## src/rtl/wdog_pkg.sv

```systemverilog
`timescale 1ns/1ps
package wdog_pkg;
  localparam int REG_W   = 8;
  localparam int PS_W    = 3;
  localparam int PS_LSB  = 0;
  localparam int EN_BIT  = 3;
  localparam int TOE_BIT = 4;

  typedef struct packed {
    logic            unlock;
    logic            arm;
    logic [PS_W-1:0] sel;
  } wdog_ctrl_t;
endpackage

```

## src/rtl/wdog_ctrl_reg.sv

```systemverilog
`timescale 1ns/1ps
module wdog_ctrl_reg
  import wdog_pkg::*;
#(
  parameter int WIN_CYC = 4
) (
  input  logic             clk,
  input  logic             rst,
  input  logic             wr_en,
  input  logic [REG_W-1:0] wr_data,
  output wdog_ctrl_t       ctrl_o
);
  localparam int AW = $clog2(WIN_CYC + 1);

  logic            unlock_q;
  logic            arm_q;
  logic [PS_W-1:0] sel_q;
  logic [AW-1:0]   age_q;

  always_ff @(posedge clk) begin
    if (rst) begin
      unlock_q <= 1'b0;
      arm_q    <= 1'b0;
      sel_q    <= '0;
      age_q    <= '0;
    end else begin
      if (wr_en) begin
        sel_q <= wr_data[PS_LSB +: PS_W];
        if (wr_data[EN_BIT])
          arm_q <= 1'b1;
        else if (unlock_q)
          arm_q <= 1'b0;
      end
      if (wr_en && wr_data[TOE_BIT]) begin
        unlock_q <= 1'b1;
        age_q    <= '0;
      end else if (unlock_q) begin
        if (age_q == AW'(WIN_CYC - 1))
          unlock_q <= 1'b0;
        age_q <= age_q + 1'b1;
      end
    end
  end

  assign ctrl_o.unlock = unlock_q;
  assign ctrl_o.arm    = arm_q;
  assign ctrl_o.sel    = sel_q;
endmodule

```

## src/rtl/wdog_tick_counter.sv

```systemverilog
`timescale 1ns/1ps
module wdog_tick_counter #(
  parameter int BASE_SHIFT = 14,
  parameter int SEL_W      = 3
) (
  input  logic             clk,
  input  logic             rst,
  input  logic             arm,
  input  logic [SEL_W-1:0] sel,
  input  logic             tick,
  input  logic             kick,
  output logic             expire_o
);
  localparam int NSEL = 1 << SEL_W;
  localparam int CW   = BASE_SHIFT + NSEL;

  logic [CW-1:0] lim_m1 [NSEL];
  logic [CW-1:0] cnt_q;
  logic          hit;

  for (genvar g = 0; g < NSEL; g++) begin : g_lim
    assign lim_m1[g] = (CW'(1) << (BASE_SHIFT + g)) - CW'(1);
  end

  assign hit = (cnt_q >= lim_m1[sel]);

  always_ff @(posedge clk) begin
    if (rst || !arm || kick) begin
      cnt_q    <= '0;
      expire_o <= 1'b0;
    end else if (tick) begin
      if (hit) begin
        cnt_q    <= '0;
        expire_o <= 1'b1;
      end else begin
        cnt_q    <= cnt_q + 1'b1;
        expire_o <= 1'b0;
      end
    end else begin
      expire_o <= 1'b0;
    end
  end
endmodule

```

## src/rtl/wdog_guard.sv

```systemverilog
`timescale 1ns/1ps
module wdog_guard
  import wdog_pkg::*;
#(
  parameter int BASE_SHIFT = 14,
  parameter int WIN_CYC    = 4
) (
  input  logic       clk,
  input  logic       rst,
  input  logic       tick,
  input  logic       kick,
  input  logic       wr_en,
  input  logic [7:0] wr_data,
  output logic [7:0] rd_data,
  output logic       sys_rst_o
);
  wdog_ctrl_t ctrl;

  wdog_ctrl_reg #(.WIN_CYC(WIN_CYC)) u_reg (
    .clk     (clk),
    .rst     (rst),
    .wr_en   (wr_en),
    .wr_data (wr_data),
    .ctrl_o  (ctrl)
  );

  wdog_tick_counter #(.BASE_SHIFT(BASE_SHIFT), .SEL_W(PS_W)) u_cnt (
    .clk      (clk),
    .rst      (rst),
    .arm      (ctrl.arm),
    .sel      (ctrl.sel),
    .tick     (tick),
    .kick     (kick),
    .expire_o (sys_rst_o)
  );

  always_comb begin
    rd_data                     = '0;
    rd_data[PS_LSB +: PS_W]     = ctrl.sel;
    rd_data[EN_BIT]             = ctrl.arm;
    rd_data[TOE_BIT]            = ctrl.unlock;
  end
endmodule

```

## config.mk

```make
export PLATFORM = sky130hd
export DESIGN_NAME = wdog_guard
export DESIGN_NICKNAME = d
export VERILOG_FILES = /design/src/rtl/wdog_pkg.sv /design/src/rtl/wdog_ctrl_reg.sv /design/src/rtl/wdog_tick_counter.sv /design/src/rtl/wdog_guard.sv
export SDC_FILE = /design/constraint.sdc
export NUM_CORES = 1
export LEC_CHECK = 0
export ABC_CLOCK_PERIOD_IN_PS = 2800
export CAP_MARGIN = 5
export CORE_MARGIN = 3
export CORE_UTILIZATION = 30
export CTS_CLUSTER_DIAMETER = 120
export DETAILED_ROUTE_END_ITERATION = 16
export GPL_ROUTABILITY_DRIVEN = 0
export GPL_TIMING_DRIVEN = 0
export HOLD_SLACK_MARGIN = 0.1
export PLACE_DENSITY = 0.54
export SYNTH_ARGS = -nofsm -noshare
export SYNTH_HDL_FRONTEND = slang
export SYNTH_HIERARCHICAL = 1
export SYNTH_SLANG_ARGS = --single-unit
export TNS_END_PERCENT = 1
```

## constraint.sdc

```tcl
create_clock -name clk -period 2.8 [get_ports clk]
set_input_delay 0.56 -clock clk [delete_from_list [all_inputs] [get_ports clk]]
set_output_delay 0.56 -clock clk [all_outputs]
set_load 0.01 [all_outputs]
```

# [After elaboration in Yosys (flattened, before gate mapping)]
# Memories as Yosys holds them, arrays and structs flattened.
# Cells that the tools add are included.
[op_classes] reduce_logical=8 n_mux=9 bitwise=2 n_addsub=2 eq_ne=1 order_cmp=2
[ops] op="two-way mux 22 bit" n=3
[ops] op="adder 22 x 1 -> 22 bit (second input constant)" n=1
[ops] op=">= comparator 22 bit" n=1
[ops] op="two-way mux 1 bit" n=6
[ops] op=">= comparator 4 bit (second input constant)" n=1
[ops] op="NOT 3 -> 4 bit" n=1
[ops] op="OR reduction 2 bit" n=2
[ops] op="adder 3 x 1 -> 3 bit (second input constant)" n=1
[ops] op="== test 3 x 2 -> 1 bit (second input constant)" n=1
[ops] op="logical OR 1 bit" n=2
[ops] op="AND reduction 2 bit" n=1
[ops] op="nonzero test 2 bit" n=1
[ops] op="logical AND 1 bit" n=1
[ops] op="zero test 1 bit" n=1
[ops] op="NOT 1 bit" n=1
[totals] mem_count=1 romBits=176 inputBits=13 reg_bits=31
[memory_table] name="(name not given)" depth=8 word_bits=22 read_ports=1 rd_ports_with_merged_regs=0 write_ports=0 line="wdog_tick_counter.sv:25" source="assign hit = (cnt_q >= lim_m1[sel]);"

# [Logic depth before layout (Yosys ltp)]
[logic_depth] word_depth=6 depth_mapped=8

# [Cells and area by module]
# The synthesis kept the hierarchy.
[modules_own_cells] module="wdog_tick_counter" instances=1 cells_per_inst=149 area_per_inst_um2=1318.8 seq_area_each_um2=460.4
[modules_own_cells] module="wdog_ctrl_reg" instances=1 cells_per_inst=33 area_per_inst_um2=340.3 seq_area_each_um2=160.2
[modules_own_cells] module="wdog_guard" instances=1 cells_per_inst=4 area_per_inst_um2=26.3 seq_area_each_um2=0.0

# [Least setup slack after synthesis]
# Ideal clock, no wire load.
[synth_path] path_kind="reg-to-reg" start="register u_reg.sel_q[2]" end="register u_cnt.cnt_q[19]" setup_time_ns=0.078 setup_slack_ns=0.701 period_less_slack_ns=2.099 t_arrival_ns=2.021 path_buffers=1 stages_incl_launch_ff=9 path_cell_list="dfxtp_1 -> nand3_1 -> ha_1 -> a211oi_1 -> o211ai_1 -> nor2_1 -> a21boi_4 -> buf_6 -> nor3_1"
[synth_via] elab_chain_len=6
[synth_lines] item="from (decl)" line="wdog_ctrl_reg.sv:17" source="logic [PS_W-1:0] sel_q;"
[synth_lines] item="from (signal assigned)" line="wdog_ctrl_reg.sv:28" source="sel_q <= wr_data[PS_LSB +: PS_W];"
[synth_lines] item="NOT 3 -> 4 bit (implied by the code)" line="wdog_tick_counter.sv:25"
[synth_lines] item="memory read (8 x 22 bit)"
[synth_lines] item="two-way mux 22 bit (implied by the code) (2 in a row)" line="wdog_tick_counter.sv:25"
[synth_lines] item=">= comparator 22 bit" line="wdog_tick_counter.sv:25"
[synth_lines] item="two-way mux 22 bit" line="wdog_tick_counter.sv:32" source="if (hit) begin"
[synth_lines] item="to (signal assigned)" line="wdog_tick_counter.sv:36" source="cnt_q <= cnt_q + 1'b1;"
[synth_lines] item="to (decl)" line="wdog_tick_counter.sv:18" source="logic [CW-1:0] cnt_q;"
# Every way passes these cells. The select of a mux whose other input is x is not followed.
# A chain may end at the register's enable or synchronous reset.

# [Final worst setup path]
[layout_path] start="register u_reg.sel_q[2]" end="register u_cnt.cnt_q[8]"
# The elaborated chain is that of the path after synthesis.

==> impl_metrics.py <==
metrics = {
    "flow_run": {
        "maxCapViolCount": 0,
    },
    "sta": {
        "final_max_slew_viol_count": 0,
        "finalHoldViolations": 0,
        "fin_ws_ns": 0.358,
        "rsz0062_at_grt": "no",
        "worst_slew_pin_slew_ns": 0.824,
        "fin_setup_tns_ns": 0,
        "relSlewSlack_pct": 44.6,
        "min_period_over_period_pct": 87.2,
        "timing.final.crit_period_ns": 2.44,
        "max_freq_mhz": 409,
        "clock_skew_ns": 0.00223,
        "setup_viol": 0,
    },
    "cts": {
        "insertion_delay_ns": 0.28,
        "cts_tree": "yes",
        "cts_max_level": 2,
        "clk_pin_slew_ns": 0.07,
        "postCtsSetupBuffers": 0,
        "post_cts_resized": 0,
        "cts-root-buf": "clkbuf_8",
        "max-clock-path-buffers": 2,
        "ctsHoldBuffers": 0,
        "cts_made_buffers": 5,
        "clock-sinks": 31,
    },
    "finish": {
        "fin_area_um2": 2040,
        "layout_commonest_cell": "dfxtp_1",
        "antenna_cells": 0,
        "n_fill_cell": 551,
        "final_util_pct": 38.7,
        "areaGrowthSynthToFinish_pct": 20.9,
        "drive_gt1_share_pct": 10.5,
        "layout_common_cells": "dfxtp_1, nor3_1, nor2_1, clkdlybuf4s50_1, xor2_1",
        "nets": 232,
    },
    "synth": {
        "ys_types": 37,
        "yosys.area.top_type_share_pct": 36.8,
        "postSynth.asyncResetShare_pct": 0,
        "yosys-top-cells-area": "dfxtp_1, ha_1, xor2_1",
        "syn_inst": 186,
        "synth-seq-cells": 31,
        "ys_warn_count": 6,
        "syn_area_um2": 1690,
        "synth-edff-count": 0,
        "synthFlopType": "dfxtp_1",
        "seq_area_frac_synth_pct": 36.8,
        "postSynthAreaPerCell_um2": 9.06,
        "yosys.area.top_type": "dfxtp_1",
    },
    "global_routing": {
        "overflow": 0,
        "grt_pass1_vias": 1204,
        "grt_use_total_pct": 11.2,
        "grt_antenna_before_repair": 0,
        "grt_pass1_wl_mm": 5.58,
        "grt_max_degree": 11,
    },
    "worst_setup_path": {
        "slowest_delay_ns": 0.51,
        "crit_path_end": "u_cnt/cnt_q[8]",
        "crit_start": "u_reg/sel_q[2]",
        "crit_arrival_ns": 2.64,
        "path_class": "flop to flop",
        "path_max_fanout": 10,
        "cp_cell_sequence": "nand3_1 > ha_1 > a211oi_1 > o211ai_1 > nor2_1 > a21boi_4 > buf_6 > nor3_1",
        "cp.required_ns": 3.00,
        "worstReg2RegStart": "u_reg/sel_q[2]",
        "r2r_slack_ns": 0.36,
        "end_kind": "flop",
        "worstSetupStartpointType": "flop",
        "rr_worst_depth": 8,
        "critPathSlowestCell": "nor2_1",
        "reg2reg_to": "u_cnt/cnt_q[8]",
    },
    "die": {
        "dieWidth_um": 81.0,
        "initial_core_util_pct": 32.0,
        "coreArea_um2": 5270,
        "die_h_um": 81.0,
        "io_pins": 22,
        "die-area_um2": 6550,
        "core.rowCount": 26,
    },
    "drt": {
        "viasPerCell": 4.82,
        "wl_per_cell_um": 11.6,
        "routed_wl_mm": 3.26,
        "drt_first_pass_iters": 4,
        "vias": 1350,
        "drt-initial-drc-count": 113,
        "antenna_left": 0,
        "drc": 0,
    },
    "hold_path": {
        "min_path_cells": 2,
        "min_path_type": "flop to flop",
    },
    "place": {
        "io_buffers": 14,
        "preCtsSetupSlack_ns": 0.102,
        "hpwl_mm": 2.46,
        "placed_area_um2": 1920,
    },
    "power_and_ir_drop": {
        "irDropWorstVdd_mv": 0.213,
        "powerDensity_nw_per_um2": 482,
        "total_power_uw": 983,
        "p_leak_uw": 0.000748,
    },
    "run_status": {
        "outcome": "finished, final reports clean",
    },
}
-- cell usage after synthesis (2+ instances only) --
cell      number
nand2b_1       5
nand3_1       12
nand4_4        2
and3_1         3
buf_4          5
nor2_1        15
ha_1          10
nand4_1        8
nor2b_1        2
o211ai_1       2
mux2i_1        4
a211oi_1       2
and4_1         2
clkbuf_1       3
xnor2_1        5
a21oi_1        7
nand4b_1       3
nor4_1         2
dfxtp_1       31
inv_1          4
buf_6          2
a31oi_1        2
xor2_1        13
nand2_1       11
nor3_1        19
-- power breakdown --
part	switching [uW]	leakage [uW]	internal [uW]	total, uW
clock network	167	0.0000612	288	455
registers	8.80	0.000251	448	457
logic	31.1	0.000436	40.3	71.4
total	207	0.000748	776	983
-- critical path, delay by kind of cell (launching register included) --
family | cells | cell delay, ns
buf+inv | 1 | 0.20
compound gates | 3 | 0.57
simple gates | 3 | 0.80
fa+ha+maj | 1 | 0.32
flops | 1 | 0.47
-- metrics by stage --
step | instances | hold slack (ns)
global route | 280 | 0.521
detailed placement | 272 | 0.504
floorplan | 188 | 0.465
finish | 280 | 0.512
CTS | 280 | 0.515
global placement | 272 | 0.485
-- sequential cells by signal (all words and copies together), names as in the netlist --
name and flops:
u_reg/arm_q 1, u_reg/age_q 3, u_cnt/expire_o 1, u_reg/unlock_q 1
u_reg/sel_q 3, u_cnt/cnt_q 22
-- how the worst min path moves through the flow --
stage	end	slack, ns	startpoint
CTS	u_cnt/cnt_q[1]	0.51	u_cnt/cnt_q[1]
detailed placement	u_cnt/cnt_q[1]	0.50	u_cnt/cnt_q[1]
floorplan	u_reg/age_q[1]	0.46	u_reg/age_q[1]
global route	u_reg/unlock_q	0.52	wr_en
global placement	u_reg/age_q[1]	0.48	u_reg/age_q[1]
finish	u_cnt/cnt_q[1]	0.51	u_cnt/cnt_q[1]
-- layer usage --
metal	vias to the layer above	GRT usage [%]	share of wire, %
met4	0	5.07	1.2
met5	-	0	0
met1	628	14.9	51
met3	2	3.99	2.8
met2	18	16.0	45
li1	702	-	-
-- logic make-up after synthesis --
logic type               count (synthesis)  synth area share, %
AO/OA/AOI/OAI                           18                 7.79
XOR/XNOR                                18                 9.35
adder cells (fa/ha/maj)                 10                 7.42
buffers and inverters                   15                 5.34
flip-flops                              31                 36.8
multiplexers                             4                 2.38
other                                    1                0.223
AND/OR/NAND/NOR                         89                 30.7
-- area by class of cell --
class / count / area, um2 / share of cell area, %
multi-input combinational: 142 / 982 / 48.2
buffer: 11 / 75.1 / 3.68
inverter: 4 / 15.0 / 0.737
clock buffer: 6 / 82.6 / 4.05
tap: 70 / 87.6 / 4.30
sequential: 31 / 621 / 30.4
clock inverter: 2 / 35.0 / 1.72
timing repair buffer: 14 / 140 / 6.88
Note: power is estimated with default switching activity, not from simulation.
